## config.mk

```make
export PLATFORM = sky130hd
export DESIGN_NAME = wdog_seq
export DESIGN_NICKNAME = d
export VERILOG_FILES = /design/src/rtl/wdog_pkg.sv /design/src/rtl/wdog_count.sv /design/src/rtl/wdog_ctrl.sv /design/src/rtl/wdog_seq.sv
export SDC_FILE = /design/constraint.sdc
export NUM_CORES = 1
export LEC_CHECK = 0
export BUFFER_PORTS_ARGS = -buffer_cell sky130_fd_sc_hd__buf_2
export CORE_MARGIN = 8
export CORE_UTILIZATION = 56
export DETAILED_ROUTE_END_ITERATION = 6
export PLACE_DENSITY = 0.82
export SYNTH_ARGS = -nofsm -noshare
export SYNTH_HDL_FRONTEND = slang
export SYNTH_SLANG_ARGS = --single-unit
export TNS_END_PERCENT = 5
```

## constraint.sdc

```tcl
create_clock -name clk -period 2 [get_ports clk]
set_clock_uncertainty 0.05 [all_clocks]
set_input_delay 0.4 -clock clk [delete_from_list [all_inputs] [get_ports clk]]
set_output_delay 0.4 -clock clk [all_outputs]
set_load 0.05 [all_outputs]
```

## src/rtl/wdog_pkg.sv

```systemverilog
package wdog_pkg;
  // Strobes from control to the count datapath.
  typedef struct packed {
    logic clrCnt;
    logic incCnt;
  } cntCmd_t;
endpackage

```

## src/rtl/wdog_count.sv

```systemverilog
module wdog_count import wdog_pkg::*; #(
  parameter int CNT_W = 16
) (
  input  logic    clk,
  input  logic    rstN,
  input  cntCmd_t cmd,
  output logic    atMax
);
  localparam logic [CNT_W-1:0] CNT_ZERO = '0;

  logic [CNT_W-1:0] cnt;

  always_ff @(posedge clk or negedge rstN) begin
    if (!rstN)           cnt <= CNT_ZERO;
    else if (cmd.clrCnt) cnt <= CNT_ZERO;
    else if (cmd.incCnt) cnt <= cnt + 1'b1;
  end

  assign atMax = &cnt;

  // A clear request always leaves the count at zero.
  p_clear_zero_r5: assert property (@(posedge clk) disable iff (!rstN)
    cmd.clrCnt |=> (cnt == CNT_ZERO));

  // An increment from all-ones wraps to zero.
  p_wrap_zero_r2: assert property (@(posedge clk) disable iff (!rstN)
    (cmd.incCnt && !cmd.clrCnt && atMax) |=> (cnt == CNT_ZERO));
endmodule

```

## src/rtl/wdog_ctrl.sv

```systemverilog
module wdog_ctrl import wdog_pkg::*; (
  input  logic    clk,
  input  logic    rstN,
  input  logic    tick,
  input  logic    disableCmd,
  input  logic    restartCmd,
  input  logic    flagClr,
  input  logic    backupRet,
  input  logic    atMax,
  output cntCmd_t cmd,
  output logic    wdFlag,
  output logic    resetReq
);
  logic enQ, pendQ, flagQ, rrQ;
  logic wrapEv;

  assign wrapEv     = enQ & tick & atMax & ~restartCmd & ~backupRet;
  assign cmd.clrCnt = restartCmd | backupRet | ~enQ;
  assign cmd.incCnt = enQ & tick;

  always_ff @(posedge clk or negedge rstN) begin
    if (!rstN) begin
      enQ   <= 1'b1;
      pendQ <= 1'b0;
    end else if (backupRet) begin
      enQ   <= 1'b1;
      pendQ <= 1'b0;
    end else begin
      if (restartCmd && pendQ) enQ <= 1'b0;
      if (disableCmd)                 pendQ <= 1'b1;
      else if (restartCmd || flagClr) pendQ <= 1'b0;
    end
  end

  always_ff @(posedge clk or negedge rstN) begin
    if (!rstN) begin
      flagQ <= 1'b0;
      rrQ   <= 1'b0;
    end else begin
      if (wrapEv)       flagQ <= 1'b1;
      else if (flagClr) flagQ <= 1'b0;
      if (wrapEv && flagQ) rrQ <= 1'b1;
    end
  end

  assign wdFlag   = flagQ;
  assign resetReq = rrQ;

  // The timer stops only on a restart that found a disable pending.
  p_stop_needs_seq_r7: assert property (@(posedge clk) disable iff (!rstN)
    $fell(enQ) |-> ($past(restartCmd) && $past(pendQ)));

  // A return pulse re-arms and drops the pending disable.
  p_backup_rearm_r9: assert property (@(posedge clk) disable iff (!rstN)
    backupRet |=> (enQ && !pendQ));

  // A reset request needs the flag to have been set first.
  p_reset_after_flag_r4: assert property (@(posedge clk) disable iff (!rstN)
    $rose(resetReq) |-> $past(wdFlag));

  // Once raised, the reset request holds.
  p_reset_sticky_r4: assert property (@(posedge clk) disable iff (!rstN)
    resetReq |=> resetReq);

  // The flag rises only after an armed tick at the top of the count.
  p_flag_on_wrap_r3: assert property (@(posedge clk) disable iff (!rstN)
    $rose(wdFlag) |-> $past(enQ && tick && atMax));
endmodule

```

## src/rtl/wdog_seq.sv

```systemverilog
module wdog_seq import wdog_pkg::*; #(
  parameter int CNT_W = 16
) (
  input  logic clk,
  input  logic rstN,
  input  logic tick,
  input  logic disableCmd,
  input  logic restartCmd,
  input  logic flagClr,
  input  logic backupRet,
  output logic wdFlag,
  output logic resetReq
);
  cntCmd_t cntCmd;
  logic    atMax;

  wdog_ctrl u_ctrl (
    .clk(clk), .rstN(rstN), .tick(tick), .disableCmd(disableCmd),
    .restartCmd(restartCmd), .flagClr(flagClr), .backupRet(backupRet),
    .atMax(atMax), .cmd(cntCmd), .wdFlag(wdFlag), .resetReq(resetReq)
  );

  wdog_count #(.CNT_W(CNT_W)) u_count (
    .clk(clk), .rstN(rstN), .cmd(cntCmd), .atMax(atMax)
  );
endmodule

```

==> results of run 1 <==
==> final cells by class <==
| class | count | area, sq um |
|---|---|---|
| Sequential cell | 20 | 502 |
| Clock buffer | 4 | 26.3 |
| Fill cell | 139 | 612 |
| Timing Repair Buffer | 9 | 50.0 |
| Multi-Input combinational cell | 74 | 452 |
| Inverter | 2 | 7.51 |
| Tap cell | 17 | 21.3 |
==> final timing paths <==
| check | cells after the start | end | slack (ps) |
|---|---|---|---|
| min in group asynchronous | 2 | u_count.cnt[12]$_DFFE_PN0P_ | 510 |
| min | 2 | u_ctrl.pendQ$_DFFE_PN0P_ | 240 |
| min reg2reg | 1 | u_ctrl.resetReq$_DFFE_PN0P_ | 420 |
| max in group asynchronous | 2 | u_ctrl.enQ$_DFFE_PN1P_ | 1050 |
| max | 5 | u_count.cnt[12]$_DFFE_PN0P_ | 280 |
| max reg2reg | 5 | u_count.cnt[12]$_DFFE_PN0P_ | 280 |
==> cells in the mapped netlist, drive strengths merged, types with 2 or more instances <==
library cell	n	area [sq um]
nand3	5	25.0
nand2	7	26.3
nand4	5	52.6
or3	5	31.3
xnor2	7	61.3
xor2	3	26.3
dfrtp	19	475
nor3	4	20.0
inv	2	7.51
a21oi	5	25.0
nor2	18	67.6
or2	2	12.5
o21ai	4	20.0
==> state kept, by name, summed over array words and instances, names as in the netlist <==
signal,cells
u_ctrl.resetReq,1
u_ctrl.enQ,1
u_count.cnt,16
u_ctrl.pendQ,1
u_ctrl.wdFlag,1
==> critical path: cells and delay by family, from the launching register on <==
kind / cells / cell delay (ps)
and+or+nand+nor: 3 / 810
DFF: 1 / 430
adders and majority gates: 1 / 220
AOI/OAI and AO/OA: 1 / 140
==> power groups by stage <==
stage | clock network, mW | registers (mW) | logic [mW]
finish | 0.187 | 0.413 | 0.0331
global route | 0.214 | 0.413 | 0.0378
CTS | 0.198 | 0.413 | 0.0338
detailed placement | 0 | 0.420 | 0.0322
global placement | 0 | 0.420 | 0.0308
floorplan | 0 | 0.420 | 0.0163
==> routing by layer <==
metal	track usage (%)	part of all wire, %	up-vias
met5	0	0	-
met3	2.21	2.7	2
li1	-	-	362
met4	6.64	0.98	0
met2	18.0	48	5
met1	14.2	48	343
==> logic make-up (layout without fill, tap and decap cells) <==
| family | after synthesis | count (layout) | share of synthesized area [%] |
|---|---|---|---|
| AND/OR/NAND/NOR | 49 | 49 | 26.5 |
| flip-flops | 20 | 20 | 51.6 |
| AO/OA/AOI/OAI | 12 | 12 | 7.46 |
| XOR/XNOR | 10 | 10 | 9.01 |
| buffers and inverters | 4 | 15 | 1.93 |
| multiplexers | 2 | 2 | 2.19 |
| adder cells (fa/ha/maj) | 1 | 1 | 1.29 |
==> out/qor.yml, run 1 <==
floorplan:
  fp.dieH_microns: 57.7
  io_pins: 9
  initial_core_util_pct: 58.2
  coreArea_sq_mm: 0.00167
  dieArea_sq_mm: 0.00333
  fp.dieW_microns: 57.7
  num_rows: 15
critical_path:
  cp.required_ps: 2160
  crit_chain: "ha_1, nand3_1, or2_2, or3_1, a21oi_1"
  crit_start: "u_count.cnt[1]$_DFFE_PN0P_"
  start_kind: "flop"
  slowest_stage: "dfrtp_1"
  criticalPathCategory: "flop to flop"
  critPathArrivalTime_ps: 1890
  crit_path_end_kind: "flop"
  crit_path_max_incr_delay_ps: 430
  cp_max_fo: 5
  reg2reg_from: "u_count.cnt[1]$_DFFE_PN0P_"
logic_synthesis:
  dominantRegCellSynth: "dfrtp_1"
  avgSynthCellArea_sq_um: 9.92
  synth-seq-cells: 20
  syn-num-nets: 106
  syn_area_sq_um: 972
  yosysSeqAreaShare_pct: 51.6
  synthDistinctLibCells: 27
  synth_warnings: 0
  synth_edf_count: 0
  syn_inst: 98
  synthArstFlopShare_pct: 100
clock_tree:
  clk_pin_slew_worst_paths_ps: 110
  worstSkewPairLatency_ps: 290
  cts_tree: "built"
  htreeDepth: 1
  cts_setup_buffers: 0
  clock-sinks: 20
  root_buffer: "clkbuf_4"
  postCtsResizedCells: 0
  cts_made_buffers: 3
  clockBufferDepth: 2
  hold_buffers: 1
final_layout:
  area_growth_pct: 8.88
  antenna_cells: 0
  final_cell_mix: "dfrtp_1 (19), nor2_1 (18), buf_2 (8), nand2_1 (7), xnor2_1 (7)"
  layout_commonest_cell: "dfrtp_1"
  postLayoutCoreUtil_pct: 63.4
  final_area_sq_mm: 0.00106
  drive_above_1_share_pct: 16.5
  nets: 118
  fin_cells: 126
pwr:
  ir_worst_vdd_uv: 474
  p_sw_mw: 0.136
  p_int_mw: 0.497
  seqPwrFrac_pct: 65.2
  power_per_cell_area_mw_per_mm2: 598
  power.total_mw: 0.633
  clkPwrFrac_pct: 29.6
  p_comb_share_pct: 5.2
  swShare_pct: 21.5
  p_leak_nw: 0.460
min_path:
  hold_start: "backupRet"
  min-delay-path-class: "primary input to flop"
detailed_routing:
  drt_iter0_drc: 10
  drc: 0
  via_per_inst: 5.65
  wirelength_mm: 1.73
  firstDrtPassIters: 4
  ant_nets: 0
  routedWlPerCell_microns: 13.7
  num_vias: 712
sta:
  period_minus_slack_ps: 1720
  setup_viol: 0
  hold_viol_final: 0
  drv_slew: 0
  fin_tns_setup_ps: 0
  max_slew_margin_pct: 63.2
  tightest_slew_ps: 551
  whs_ps: 245
  setup_slack_ps: 280
  fmax_mhz: 581
  min_period_over_period_pct: 86.0
  rsz0062_at_grt: "false"
grt:
  antenna_found_initial: 0
  grt_pass1_wl_mm: 3.00
  grt_max_degree: 21
  grt_pass1_vias: 735
  grt_overflow: 0
  grt_usage_pct: 11.4
status:
  status: "complete, no violations"
placement:
  port_buffers: 8
  place_ws_ps: 252
  hpwlAfterDp_mm: 1.26
  dp_cells: 121
  dpl-instance-area_sq_mm: 0.00102
  gp_congestion: 0.812
job:
  cap_viol_max_count: 0
No activity file was read; power rests on OpenSTA's default activity.
==> run 2: changes to the inputs <==
CORE_UTILIZATION = 55   (was 56)
PLACE_DENSITY = 0.81   (was 0.82)
==> run 2 against run 1 <==
Against the previous run: maximum frequency fell by 1.4%; first-iteration DRC count rose by 120%; largest power group unchanged; core utilization decreased by 0.11 points; global-route usage is 0.53 points higher; critical endpoint is now u_count.cnt[15]$_DFFE_PN0P_.
==> out/qor.yml, run 2 (same netlist as run 1, synthesis figures left out) <==
status:
  status: "complete, no violations"
sta:
  tightest_slew_ps: 497
  rsz0062_at_grt: "false"
  setup_slack_ps: 256
  min_period_over_period_pct: 87.2
  max_slew_margin_pct: 66.8
  setup_viol: 0
  drv_slew: 0
  hold_viol_final: 0
  whs_ps: 221
  period_minus_slack_ps: 1740
  fin_tns_setup_ps: 0
  fmax_mhz: 573
critical_path:
  reg2reg_from: "u_ctrl.enQ$_DFFE_PN1P_"
  reg2reg_to: "u_count.cnt[15]$_DFFE_PN0P_"
  worstSetupPathDepth: 4
  cp.required_ps: 2180
  start_kind: "flop"
  worstRegToRegCells: 4
  critPathArrivalTime_ps: 1920
  slowest_stage: "dfstp_2"
  crit_path_end_kind: "flop"
  rrSetupSlack_ps: 260
  cp_num_buf_inv: 0
  crit_path_max_incr_delay_ps: 590
  crit_chain: "nand4_1, or2_2, or3_1, a21oi_1"
  crit_family: "simple AND/OR/NAND/NOR gates"
  cp_max_fo: 5
  criticalPathCategory: "flop to flop"
final_layout:
  final_cell_mix: "dfrtp_1 (19), nor2_1 (18), buf_2 (8), nand2_1 (7), xnor2_1 (7)"
  layout_commonest_cell: "dfrtp_1"
  regMostFlops: "u_count.cnt"
  postLayoutCoreUtil_pct: 63.3
  drive_above_1_share_pct: 17.4
  largest_reg_flops: 16
  area_growth_pct: 9.91
  final_area_sq_mm: 0.00107
  fillers: 153
  nets: 118
  fin_cells: 126
  multi_input_area_sq_um: 452
  regArea_sq_um: 502
  antenna_cells: 0
placement:
  place_ws_ps: 284
  gp_congestion: 0.750
  dpl-instance-area_sq_mm: 0.00102
  dp_cells: 121
  hpwlAfterDp_mm: 1.26
  port_buffers: 8
detailed_routing:
  firstDrtPassIters: 4
  wirelength_mm: 1.68
  num_vias: 729
  routedWlPerCell_microns: 13.3
  ant_nets: 0
  drt_iter0_drc: 22
  via_per_inst: 5.79
  drc: 0
floorplan:
  fp.dieH_microns: 58.0
  fp.dieW_microns: 58.0
  num_rows: 15
  io_pins: 9
  dieArea_sq_mm: 0.00337
  coreArea_sq_mm: 0.00169
  initial_core_util_pct: 57.6
pwr:
  power.total_mw: 0.680
  ir_worst_vdd_uv: 635
  power_per_cell_area_mw_per_mm2: 637
  p_leak_nw: 0.466
clock_tree:
  postCtsResizedCells: 0
  root_buffer: "clkbuf_4"
  clock-sinks: 20
  cts_made_buffers: 3
  clk_pin_slew_worst_paths_ps: 110
  hold_buffers: 1
  worstSkewPairLatency_ps: 300
  cts_setup_buffers: 0
  clockBufferDepth: 2
  cts_tree: "built"
  htreeDepth: 1
grt:
  grt_pass1_wl_mm: 3.13
  antenna_found_initial: 0
  grt_overflow: 0
  grt_pass1_vias: 751
  grt_usage_pct: 12.0
  grt_max_degree: 21
min_path:
  hold_start: "backupRet"
  min-delay-path-class: "primary input to flop"
  holdPathStages: 2
  min_to: "u_ctrl.pendQ$_DFFE_PN0P_"
job:
  cap_viol_max_count: 0
## run 2: worst max-delay path by stage
stage	startpoint	endpoint
after global routing	u_count.cnt[0]$_DFFE_PN0P_	u_count.cnt[12]$_DFFE_PN0P_
after floorplan	tick	u_count.cnt[15]$_DFFE_PN0P_
final	u_ctrl.enQ$_DFFE_PN1P_	u_count.cnt[15]$_DFFE_PN0P_
after CTS	u_count.cnt[0]$_DFFE_PN0P_	u_count.cnt[12]$_DFFE_PN0P_
after global placement	tick	u_count.cnt[12]$_DFFE_PN0P_
after detailed placement	tick	u_count.cnt[15]$_DFFE_PN0P_
## run 2: worst register-to-register path: cells and delay by family (launching register included)
kind	cells	cell delay, ps
compound gates	1	140
flops	1	590
simple gates	3	910
## run 2: layout make-up
| class | count | share of cell area (%) |
|---|---|---|
| Clock buffer | 4 | 3.40 |
| Inverter | 2 | 0.703 |
| Multi-Input combinational cell | 74 | 42.3 |
| Sequential cell | 20 | 47.0 |
| Tap cell | 17 | 1.99 |
| Timing Repair Buffer | 9 | 4.68 |
## run 2: layer usage
layer	track usage [%]	share of wire, %
met1	13.2	45
met2	19.9	49
met3	2.87	2.9
met4	8.04	3.0
met5	0	0
## run 2: power breakdown
group	switching, mW	internal [mW]
logic	0.0215	0.0108
clock network	0.124	0.111
registers	0.00403	0.409
